--- config.mk ---
export PLATFORM = sky130hd
export DESIGN_NAME = char_display_port
export DESIGN_NICKNAME = d
export VERILOG_FILES = /design/src/rtl/char_display_port.sv
export SDC_FILE = /design/constraint.sdc
export NUM_CORES = 1
export LEC_CHECK = 0
export BUFFER_PORTS_ARGS = -buffer_cell sky130_fd_sc_hd__buf_2
export CORE_AREA = 2 2 45 47
export DETAILED_ROUTE_END_ITERATION = 8
export DIE_AREA = 0 0 47 49
export PLACE_DENSITY_LB_ADDON = 0.08
export SLEW_MARGIN = 10
export SYNTH_ARGS = -nofsm -noshare
export SYNTH_HDL_FRONTEND = slang
export SYNTH_SLANG_ARGS = --single-unit
--- constraint.sdc ---
create_clock -name clk -period 3.1 [get_ports clk]
set_clock_uncertainty 0.2 [all_clocks]
set_input_delay 0.155 -clock clk [delete_from_list [all_inputs] [get_ports clk]]
set_output_delay 0.155 -clock clk [all_outputs]
set_load 0.005 [all_outputs]
--- src/rtl/char_display_port.sv ---
module char_display_port #(
  parameter int AW = 16,
  parameter int DW = 16,
  parameter int CW = 8,
  parameter logic [AW-1:0] STATUS_ADDR = 16'hFE04,
  parameter logic [AW-1:0] DATA_ADDR   = 16'hFE06
) (
  input  logic          clk,
  input  logic          rst_n,
  input  logic [AW-1:0] addr,
  input  logic          wr_en,
  input  logic          rd_en,
  input  logic [DW-1:0] wdata,
  output logic [DW-1:0] rdata,
  output logic [CW-1:0] chr,
  output logic          chr_vld,
  input  logic          dev_done,
  output logic          irq
);
  localparam int IE_BIT = DW - 2;

  logic ready_q, ie_q, vld_q;
  logic [CW-1:0] chr_q;

  logic hit_stat, hit_data, accept;
  assign hit_stat = (addr == STATUS_ADDR);
  assign hit_data = (addr == DATA_ADDR);
  assign accept   = wr_en && hit_data && ready_q;

  always_ff @(posedge clk) begin
    if (!rst_n) begin
      ready_q <= 1'b1;
      ie_q    <= 1'b0;
      vld_q   <= 1'b0;
      chr_q   <= '0;
    end else begin
      vld_q <= accept;
      if (accept) begin
        chr_q   <= wdata[CW-1:0];
        ready_q <= 1'b0;
      end else if (dev_done) begin
        ready_q <= 1'b1;
      end
      if (wr_en && hit_stat) ie_q <= wdata[IE_BIT];
    end
  end

  assign rdata   = (rd_en && hit_stat) ? {ready_q, ie_q, {(DW-2){1'b0}}} : '0;
  assign chr     = chr_q;
  assign chr_vld = vld_q;
  assign irq     = ready_q & ie_q;
endmodule

==> results.sh, run 1 <==
export IMPL_status="finished clean"
export IMPL_p_seq_share_pct=51.5
export IMPL_numCtsBuffers=3
export IMPL_drc=0
export IMPL_pre_cts_ws_ps=1050
export IMPL_core_area_um2=1840
export IMPL_drtIter0Drc=7
export IMPL_first_pass_iters=4
export IMPL_fill_cells=209
export IMPL_synth_area_leaders="dfxtp_1 (36%), buf_4 (17%), mux2i_1 (15%)"
export IMPL_cts_clk_slew_worst_paths_ps=60
export IMPL_critPathKind="in2reg"
export IMPL_ff2ff_path_depth=3
export IMPL_dieArea_um2=2300
export IMPL_rr_endpoint="ready_q"
export IMPL_fmax_ghz=0.566
export IMPL_setup_violations=0
export IMPL_gp_congestion=0.575
export IMPL_static_leakage_power_nw=0.517
export IMPL_clock_sinks=11
export IMPL_synth_top_flop_cell="dfxtp_1"
export IMPL_r2r_setup_slack_ps=1460
export IMPL_antenna_found_initial=0
export IMPL_final_net_count=163
export IMPL_netlist_area_leader_share_pct=35.9
export IMPL_track_usage_pct=12.2
export IMPL_crit_path_start_kind="primary input"
export IMPL_die_x_um=47
export IMPL_grt_pass1_wl_um=2060
export IMPL_p_int_mw=0.214
export IMPL_synth_async_reset_ratio_pct=0
export IMPL_fin_util_pct=49.6
export IMPL_min_path_cells=3
export IMPL_viasPerCell=3.97
export IMPL_post_route_period_util_pct=57.0
export IMPL_overflow=0
export IMPL_synth_seq_cells=11
export IMPL_fin_crit_ps=1770
export IMPL_crit_path_max_fanout=10
export IMPL_yosys_warnings=0
export IMPL_switchingPower_mw=0.0598
export IMPL_die_h_um=49
export IMPL_clockBufferDepth=2
export IMPL_mappedNetlistArea_um2=613
export IMPL_yosysMostFrequentCell="nand2_1"
export IMPL_clock_latency_ps=250
export IMPL_netlist_instances=73
export IMPL_crit_required_ps=3050
export IMPL_wl_um=1260
export IMPL_slew_headroom_pct=65.4
export IMPL_tightestPinTransition_ps=519
export IMPL_startpoint="addr[4]"
export IMPL_hold_class="in2reg"
export IMPL_tritoncts="built"
export IMPL_worst_endpoint_arrival_ps=1720
export IMPL_yosysSeqAreaShare_pct=35.9
export IMPL_io_buffer_count=41
export IMPL_ios=63
export IMPL_synth_cell_types=17
export IMPL_peakVddDrop_mv=0.220
export IMPL_cts_htree_levels=1
export IMPL_maxSlewViolCount=0
export IMPL_postRouteAntennaNets=0
export IMPL_tns_ps=0
export IMPL_syn_mean_instance_area_um2=8.40
export IMPL_initial_core_util_pct=33.3
export IMPL_hp_start="rst_n"
export IMPL_hold_end="chr_vld"
export IMPL_hold_violations=0
export IMPL_fp_row_count=16
export IMPL_synth_edf_count=0
export IMPL_post_synth_top_area_cell="dfxtp_1"
export IMPL_syn_to_final_growth_pct=49.0
export IMPL_vias=603
export IMPL_combPwrFrac_pct=14.6
export IMPL_dp_hpwl_um=951
export IMPL_fin_ws_ps=1330
export IMPL_wl_per_cell_um=8.26
export IMPL_drv_cap=0
export IMPL_grt_pass1_vias=488
export IMPL_layout_drive_gt1_share_pct=36.8
export IMPL_clkPwrFrac_pct=33.9
export IMPL_p_per_area_nw_per_um2=300
export IMPL_swShare_pct=21.8
export IMPL_synth_commonest_cells="nand2_1 (19), buf_4 (14), dfxtp_1 (11)"
export IMPL_rsz0062_at_grt="false"
export IMPL_cts_root_buf="clkbuf_4"
export IMPL_cts_resized=0
export IMPL_grt_max_degree=20
export IMPL_reg2reg_from="ready_q"
export IMPL_end_kind="flop"
export IMPL_diodes=0
## cell usage in the layout, fill, tap and decap left out, drive strengths merged
master        n
buf          41
nand2        19
conb         14
dfxtp        11
dlygate4sd3  11
mux2i         9
clkbuf        4
nand4         3
and2          3
nor4          3
nor2          2
and4          1
or4           1
or2           1
inv           1
a21o          1
## cell type report
class / count / area, um^2 / area share [%]
sequential: 11 / 220 / 24.1
clock buffer: 4 / 26.3 / 2.88
timing repair buffer: 52 / 315 / 34.5
tap: 27 / 33.8 / 3.70
multi-input combinational: 57 / 314 / 34.4
inverter: 1 / 3.75 / 0.411
## registers in the layout, indices dropped and copies added, names as in the netlist
name,cells
chr,8
chr_vld,1
ie_q,1
ready_q,1
## power by group through the flow
stage	clock network, mW	registers [mW]	logic, mW
global route	0.105	0.141	0.0458
global placement	0	0.144	0.0298
finish	0.0928	0.141	0.0400
detailed placement	0	0.144	0.0303
CTS	0.0993	0.141	0.0400
floorplan	0	0.144	0.0244
## per-layer routing
metal | global-route usage [%] | up-vias | part of all wire, %
li1 | - | 318 | -
met1 | 15.7 | 255 | 43
met2 | 17.1 | 28 | 47
met3 | 4.81 | 2 | 8.6
met4 | 6.02 | 0 | 1.0
met5 | 0 | - | 0
## worst max path at each step
| stage | end | slack, ps | cells after the start |
|---|---|---|---|
| 3_3_place_gp | ready_q | 1070 | 5 |
| 5_1_grt | ready_q | 1230 | 5 |
| 2_1_floorplan | ready_q | 1430 | 5 |
| 3_5_place_dp | ready_q | 1050 | 5 |
| 6_report | ready_q | 1330 | 5 |
| 4_1_cts | ready_q | 1330 | 5 |
## cells by family after synthesis
logic type      synth area share (%)
compound gates                  1.22
buf+inv                         20.8
flops                           35.9
mux                             14.7
other cells                    0.612
simple gates                    26.7
## critical path, cell delays in order
cell	delay [ps]
buf_2	100
nor4_2	300
nand4_1	150
or4_1	760
a21o_1	250
## what timing repair did
item                                   CTS  global route
endpoints found under the hold margin   10             0
hold buffers                            11             0
setup buffers                            0             0
setup endpoints to repair                0             0
## metrics by stage
stage | instances | hold WS, ps | total power [mW] | cell area [um^2]
floorplan | 86 | 93.8 | 0.169 | 662
global placement | 137 | 199 | 0.174 | 777
detailed placement | 137 | 205 | 0.175 | 777
CTS | 152 | 85.7 | 0.280 | 913
global route | 152 | 116 | 0.292 | 913
finish | 152 | 94.6 | 0.274 | 913
Note: power is estimated with default switching activity, not from simulation.
==> inputs of run 2 (changes only) <==
- ABC_AREA: not set -> 1
- CORE_AREA: 2 2 45 47 -> 2 2 50 52
- DIE_AREA: 0 0 47 49 -> 0 0 52 54
- clock period: 3.1 -> 1.5 ns (I/O delays scaled with it)
==> results.sh, run 2 <==
export IMPL_die_x_um=52
export IMPL_synth_xor_xnor_area_share_pct=0
export IMPL_layout_drive_gt1_share_pct=33.7
export IMPL_die_h_um=54
export IMPL_grt_pass1_vias=610
export IMPL_netlist_instances=106
export IMPL_core_area_um2=2320
export IMPL_maxSlewViolCount=0
export IMPL_syn_to_final_growth_pct=53.8
export IMPL_fmax_ghz=0.719
export IMPL_tritoncts="built"
export IMPL_vias=739
export IMPL_numCtsBuffers=3
export IMPL_crit_path_max_fanout=4
export IMPL_layout_common_cells="buf_2 (40), nor2_1 (24), nand2_1 (22), inv_1 (19), conb_1 (14)"
export IMPL_gp_congestion=0.596
export IMPL_peakVddDrop_mv=0.511
export IMPL_drtIter0Drc=7
export IMPL_fin_ws_ps=108
export IMPL_hold_violations=0
export IMPL_cts_root_buf="clkbuf_4"
export IMPL_post_synth_top_area_cell="dfxtp_1"
export IMPL_power_mw=0.576
export IMPL_yosys_area_share_simple_pct=38.8
export IMPL_netlist_area_leader_share_pct=31.8
export IMPL_yosys_warnings=0
export IMPL_clockBufferDepth=2
export IMPL_viasPerCell=3.83
export IMPL_synth_async_reset_ratio_pct=0
export IMPL_first_pass_iters=4
export IMPL_static_leakage_power_nw=0.642
export IMPL_post_route_period_util_pct=92.8
export IMPL_postRouteAntennaNets=0
export IMPL_synth_commonest_cells="nor2_1 (24), nand2_1 (22), inv_1 (19)"
export IMPL_final_net_count=201
export IMPL_dp_hpwl_um=1060
export IMPL_initial_core_util_pct=29.9
export IMPL_synthAdderAreaFrac_pct=0
export IMPL_synth_seq_cells=11
export IMPL_overflow=0
export IMPL_io_buffer_count=41
export IMPL_clock_latency_ps=260
export IMPL_crit_required_ps=1460
export IMPL_fp_row_count=18
export IMPL_dieArea_um2=2810
export IMPL_fin_cells=193
export IMPL_cts_htree_levels=1
export IMPL_syn_mean_instance_area_um2=6.54
export IMPL_synth_top_family_by_area="simple AND/OR/NAND/NOR gates"
export IMPL_worst_endpoint_arrival_ps=1350
export IMPL_fin_crit_ps=1390
export IMPL_clock_sinks=11
export IMPL_wl_per_cell_um=8.50
export IMPL_end_kind="flop"
export IMPL_track_usage_pct=10.7
export IMPL_status="finished clean"
export IMPL_antenna_found_initial=0
export IMPL_yosysMostFrequentCell="nor2_1"
export IMPL_setup_violations=0
export IMPL_ios=63
export IMPL_muxShareOfSynthArea_pct=0
export IMPL_grt_pass1_wl_um=2250
export IMPL_p_per_area_nw_per_um2=541
export IMPL_mappedNetlistArea_um2=693
export IMPL_crit_path_start_kind="flop"
export IMPL_synth_cell_types=16
export IMPL_grt_max_degree=19
export IMPL_critPathKind="reg2reg"
export IMPL_place_inst=174
export IMPL_drc=0
export IMPL_hold_ws_ps=79.0
export IMPL_wl_um=1640
export IMPL_pre_cts_ws_ps=181
export IMPL_largest_register_ff_count=8
export IMPL_mostFrequentLayoutCell="buf_2"
export IMPL_drv_cap=0
export IMPL_yosysSeqAreaShare_pct=31.8
export IMPL_diodes=0
export IMPL_fin_util_pct=46.0
export IMPL_synth_top_flop_cell="dfxtp_1"
export IMPL_hold_class="in2reg"
export IMPL_cts_clk_slew_worst_paths_ps=70
export IMPL_synth_edf_count=0
export IMPL_synth_area_leaders="dfxtp_1 (32%), buf_4 (15%), nor2_1 (13%)"
export IMPL_synth_compound_area_share_pct=1.26
==> run 2: layout make-up <==
type                       instances  area (um^2)
tap                               30         37.5
timing repair buffer              53          343
fill                             244         1250
inverter                          19         71.3
multi-input combinational         76          368
sequential                        11          220
clock buffer                       4         26.3
==> run 2: cells by family after synthesis <==
family,Yosys count
buffers and inverters,35
DFF,11
and+or+nand+nor,58
AOI/OAI and AO/OA,1
other,1
==> run 2: timing repair <==
item | 4_1_cts | 5_1_grt
hold buffers | 12 | 0
gates resized for setup | 0 | 2
setup endpoints to repair | 0 | 5
buffers inserted | 0 | 1
hold endpoints to repair | 11 | 0
==> run 2: critical path, stage by stage, from the launching register on <==
cell	delay, ps
dfxtp_1	370
nand2_1	60
inv_1	60
nand3_2	90
nor2_4	130
buf_12	130
nand2_2	80
nor2_1	110
nor2_1	50
==> run 2: path summary, 6_finish.rpt <==
check	slack (ps)	cells after the start	endpoint	startpoint
max reg2reg	110	8	chr[3]	ready_q
min reg2reg	310	4	chr[5]	chr[5]
min	80	4	ie_q	wr_en
max	110	8	chr[3]	ready_q
==> run 2: where the power goes <==
part	switching [mW]	internal (mW)
logic	0.0377	0.0521
registers	0.00000191	0.292
clock network	0.0923	0.103
total	0.130	0.447
==> run 2: through the flow <==
stage               cell area [um^2]  TNS [ps]
floorplan                        742         0
global placement                 865         0
detailed placement               865         0
CTS                             1010         0
global route                    1070     -4.00
finish                          1070         0
==> run 2: layer usage <==
| metal | wire length (um) | share of wire [%] | track usage (%) |
|---|---|---|---|
| met2 | 787 | 48 | 19.8 |
| met1 | 668 | 41 | 11.3 |
| met3 | 181 | 11 | 3.61 |
| met5 | 0 | 0 | 0 |
| met4 | 4 | 0.24 | 3.95 |
==> inputs of run 3 (changes only) <==
--- a/config.mk
+++ b/config.mk
@@ -10,5 +10,6 @@
 export CORE_AREA = 2 2 50 52
+export CTS_CLUSTER_SIZE = 30
 export DETAILED_ROUTE_END_ITERATION = 8
 export DIE_AREA = 0 0 52 54
-export PLACE_DENSITY_LB_ADDON = 0.08
+export PLACE_DENSITY = 0.72
 export SLEW_MARGIN = 10
--- a/constraint.sdc
+++ b/constraint.sdc
@@ -4,2 +4,2 @@
 set_output_delay 0.075 -clock clk [all_outputs]
-set_load 0.005 [all_outputs]
+set_load 0.02 [all_outputs]
==> results.sh, run 3 (synthesis results as in run 2) <==
export IMPL_status="finished with violations"
export IMPL_violations="negative hold slack"
export IMPL_worst_path_most_repeated_cell="inv_1"
export IMPL_fill_cells=257
export IMPL_first_pass_iters=2
export IMPL_layout_common_cells="buf_2 (41), nor2_1 (24), nand2_1 (21), inv_1 (19), conb_1 (14)"
export IMPL_final_net_count=197
export IMPL_fp_row_count=18
export IMPL_critPathKind="in2reg"
export IMPL_crit_path_max_fanout=18
export IMPL_peakVddDrop_mv=0.285
export IMPL_fmax_ghz=0.705
export IMPL_cts_htree_levels=1
export IMPL_ios=63
export IMPL_core_area_um2=2320
export IMPL_end_kind="flop"
export IMPL_viasPerCell=3.72
export IMPL_die_h_um=54
export IMPL_mostFrequentLayoutCell="buf_2"
export IMPL_dr_wl_met3_um=167
export IMPL_cts_setup_buffers=0
export IMPL_fin_crit_ps=1420
export IMPL_wl_met2_um=695
export IMPL_initial_core_util_pct=29.9
export IMPL_largest_register_ff_count=8
export IMPL_die_x_um=52
export IMPL_hold_violations=1
export IMPL_io_buffer_count=41
export IMPL_tritoncts="built"
export IMPL_numCtsBuffers=3
export IMPL_drv_cap=0
export IMPL_overflow=0
export IMPL_drtIter0Drc=8
export IMPL_clock_latency_ps=260
export IMPL_startpoint="wr_en"
export IMPL_static_leakage_power_nw=0.591
export IMPL_power_mw=0.598
export IMPL_path_cells="dlygate4sd3_1 -> buf_2 -> inv_1 -> nor2_2 -> nand3_2 -> nor2_4 -> nand2_8 -> a21oi_2 -> inv_1"
export IMPL_cts_clk_slew_worst_paths_ps=60
export IMPL_top_layer="met3"
export IMPL_wl_per_cell_um=7.86
export IMPL_grt_pass1_vias=563
export IMPL_hp_start="wdata[14]"
export IMPL_layout_drive_gt1_share_pct=33.3
export IMPL_gp_congestion=0.646
export IMPL_crit_required_ps=1460
export IMPL_fin_cells=189
export IMPL_worst_endpoint_arrival_ps=1380
export IMPL_grt_pass1_wl_um=2220
export IMPL_tns_ps=0
export IMPL_antenna_found_initial=0
export IMPL_p_per_area_nw_per_um2=591
export IMPL_hold_class="in2reg"
export IMPL_clock_sinks=11
export IMPL_track_usage_pct=10.8
export IMPL_maxSlewViolCount=0
export IMPL_clockBufferDepth=2
export IMPL_place_inst=174
export IMPL_vias=704
export IMPL_wl_um=1490
export IMPL_dieArea_um2=2810
export IMPL_setup_violations=0
export IMPL_cts_root_buf="clkbuf_4"
export IMPL_cpPeakStageDelay_ps=520
export IMPL_reg2reg_from="ready_q"
export IMPL_crit_path_start_kind="primary input"
export IMPL_diodes=0
export IMPL_drc=0
export IMPL_syn_to_final_growth_pct=46.0
export IMPL_postRouteAntennaNets=0
export IMPL_dp_hpwl_um=1050
export IMPL_cpMaxStageDelayCell="dlygate4sd3_1"
export IMPL_post_route_period_util_pct=94.5
export IMPL_wl_met1_um=623
export IMPL_hold_ws_ps=-46.8
export IMPL_grt_max_degree=19
-- run 3: cell count changes in the layout (fill, tap and decap cells not counted), sizes merged --
cell,change
nand2,-3
dlymetal6s4s,-1
-- run 3: area by class of cell --
type / instances / area, um^2 / area share (%)
Sequential cell: 11 / 220 / 21.8
Inverter: 19 / 71.3 / 7.05
Multi-Input combinational cell: 73 / 342 / 33.7
Tap cell: 30 / 37.5 / 3.71
Clock buffer: 4 / 26.3 / 2.60
Timing Repair Buffer: 52 / 315 / 31.1
-- run 3: final timing paths --
check             to  slack (ps)  depth (start not counted)
max reg2reg  ready_q         160                          7
max          ready_q          80                          9
min             ie_q         -50                          5
min reg2reg   chr[2]         310                          4
-- run 3: power by group --
group / leakage [nW] / internal [mW] / total (mW) / switching, mW
clock network: 0.0150 / 0.103 / 0.195 / 0.0924
registers: 0.0886 / 0.292 / 0.292 / 0.00000189
logic: 0.487 / 0.0507 / 0.111 / 0.0606
total: 0.591 / 0.445 / 0.598 / 0.153
-- run 3: repair_timing --
item	in CTS	in global routing
gates resized for setup	0	2
setup endpoints to repair	0	3
hold buffers	12	0
endpoints found under the hold margin	11	0
-- run 3: per-layer routing --
layer / GRT usage, % / vias up
met1: 12.1 / 284
li1: - / 385
met3: 2.50 / 0
met5: 0 / -
met2: 19.2 / 35
met4: 5.26 / 0
-- run 3: critical path, delay by kind of cell --
| kind | cells | cell delay, ps |
|---|---|---|
| buffers and inverters | 4 | 730 |
| and+or+nand+nor | 4 | 440 |
| AOI/OAI and AO/OA | 1 | 130 |
-- run 3: per-stage QoR --
step	utilization (%)	hold slack (ps)	setup slack, ps	cell area, um^2
after global routing	43.6	27.5	-2.36	1010
after detailed placement	37.3	103	173	865
after floorplan	-	9.92	221	742
after CTS	43.6	71.0	15.4	1010
final	43.6	-46.8	82.2	1010
after global placement	37.3	97.9	190	865
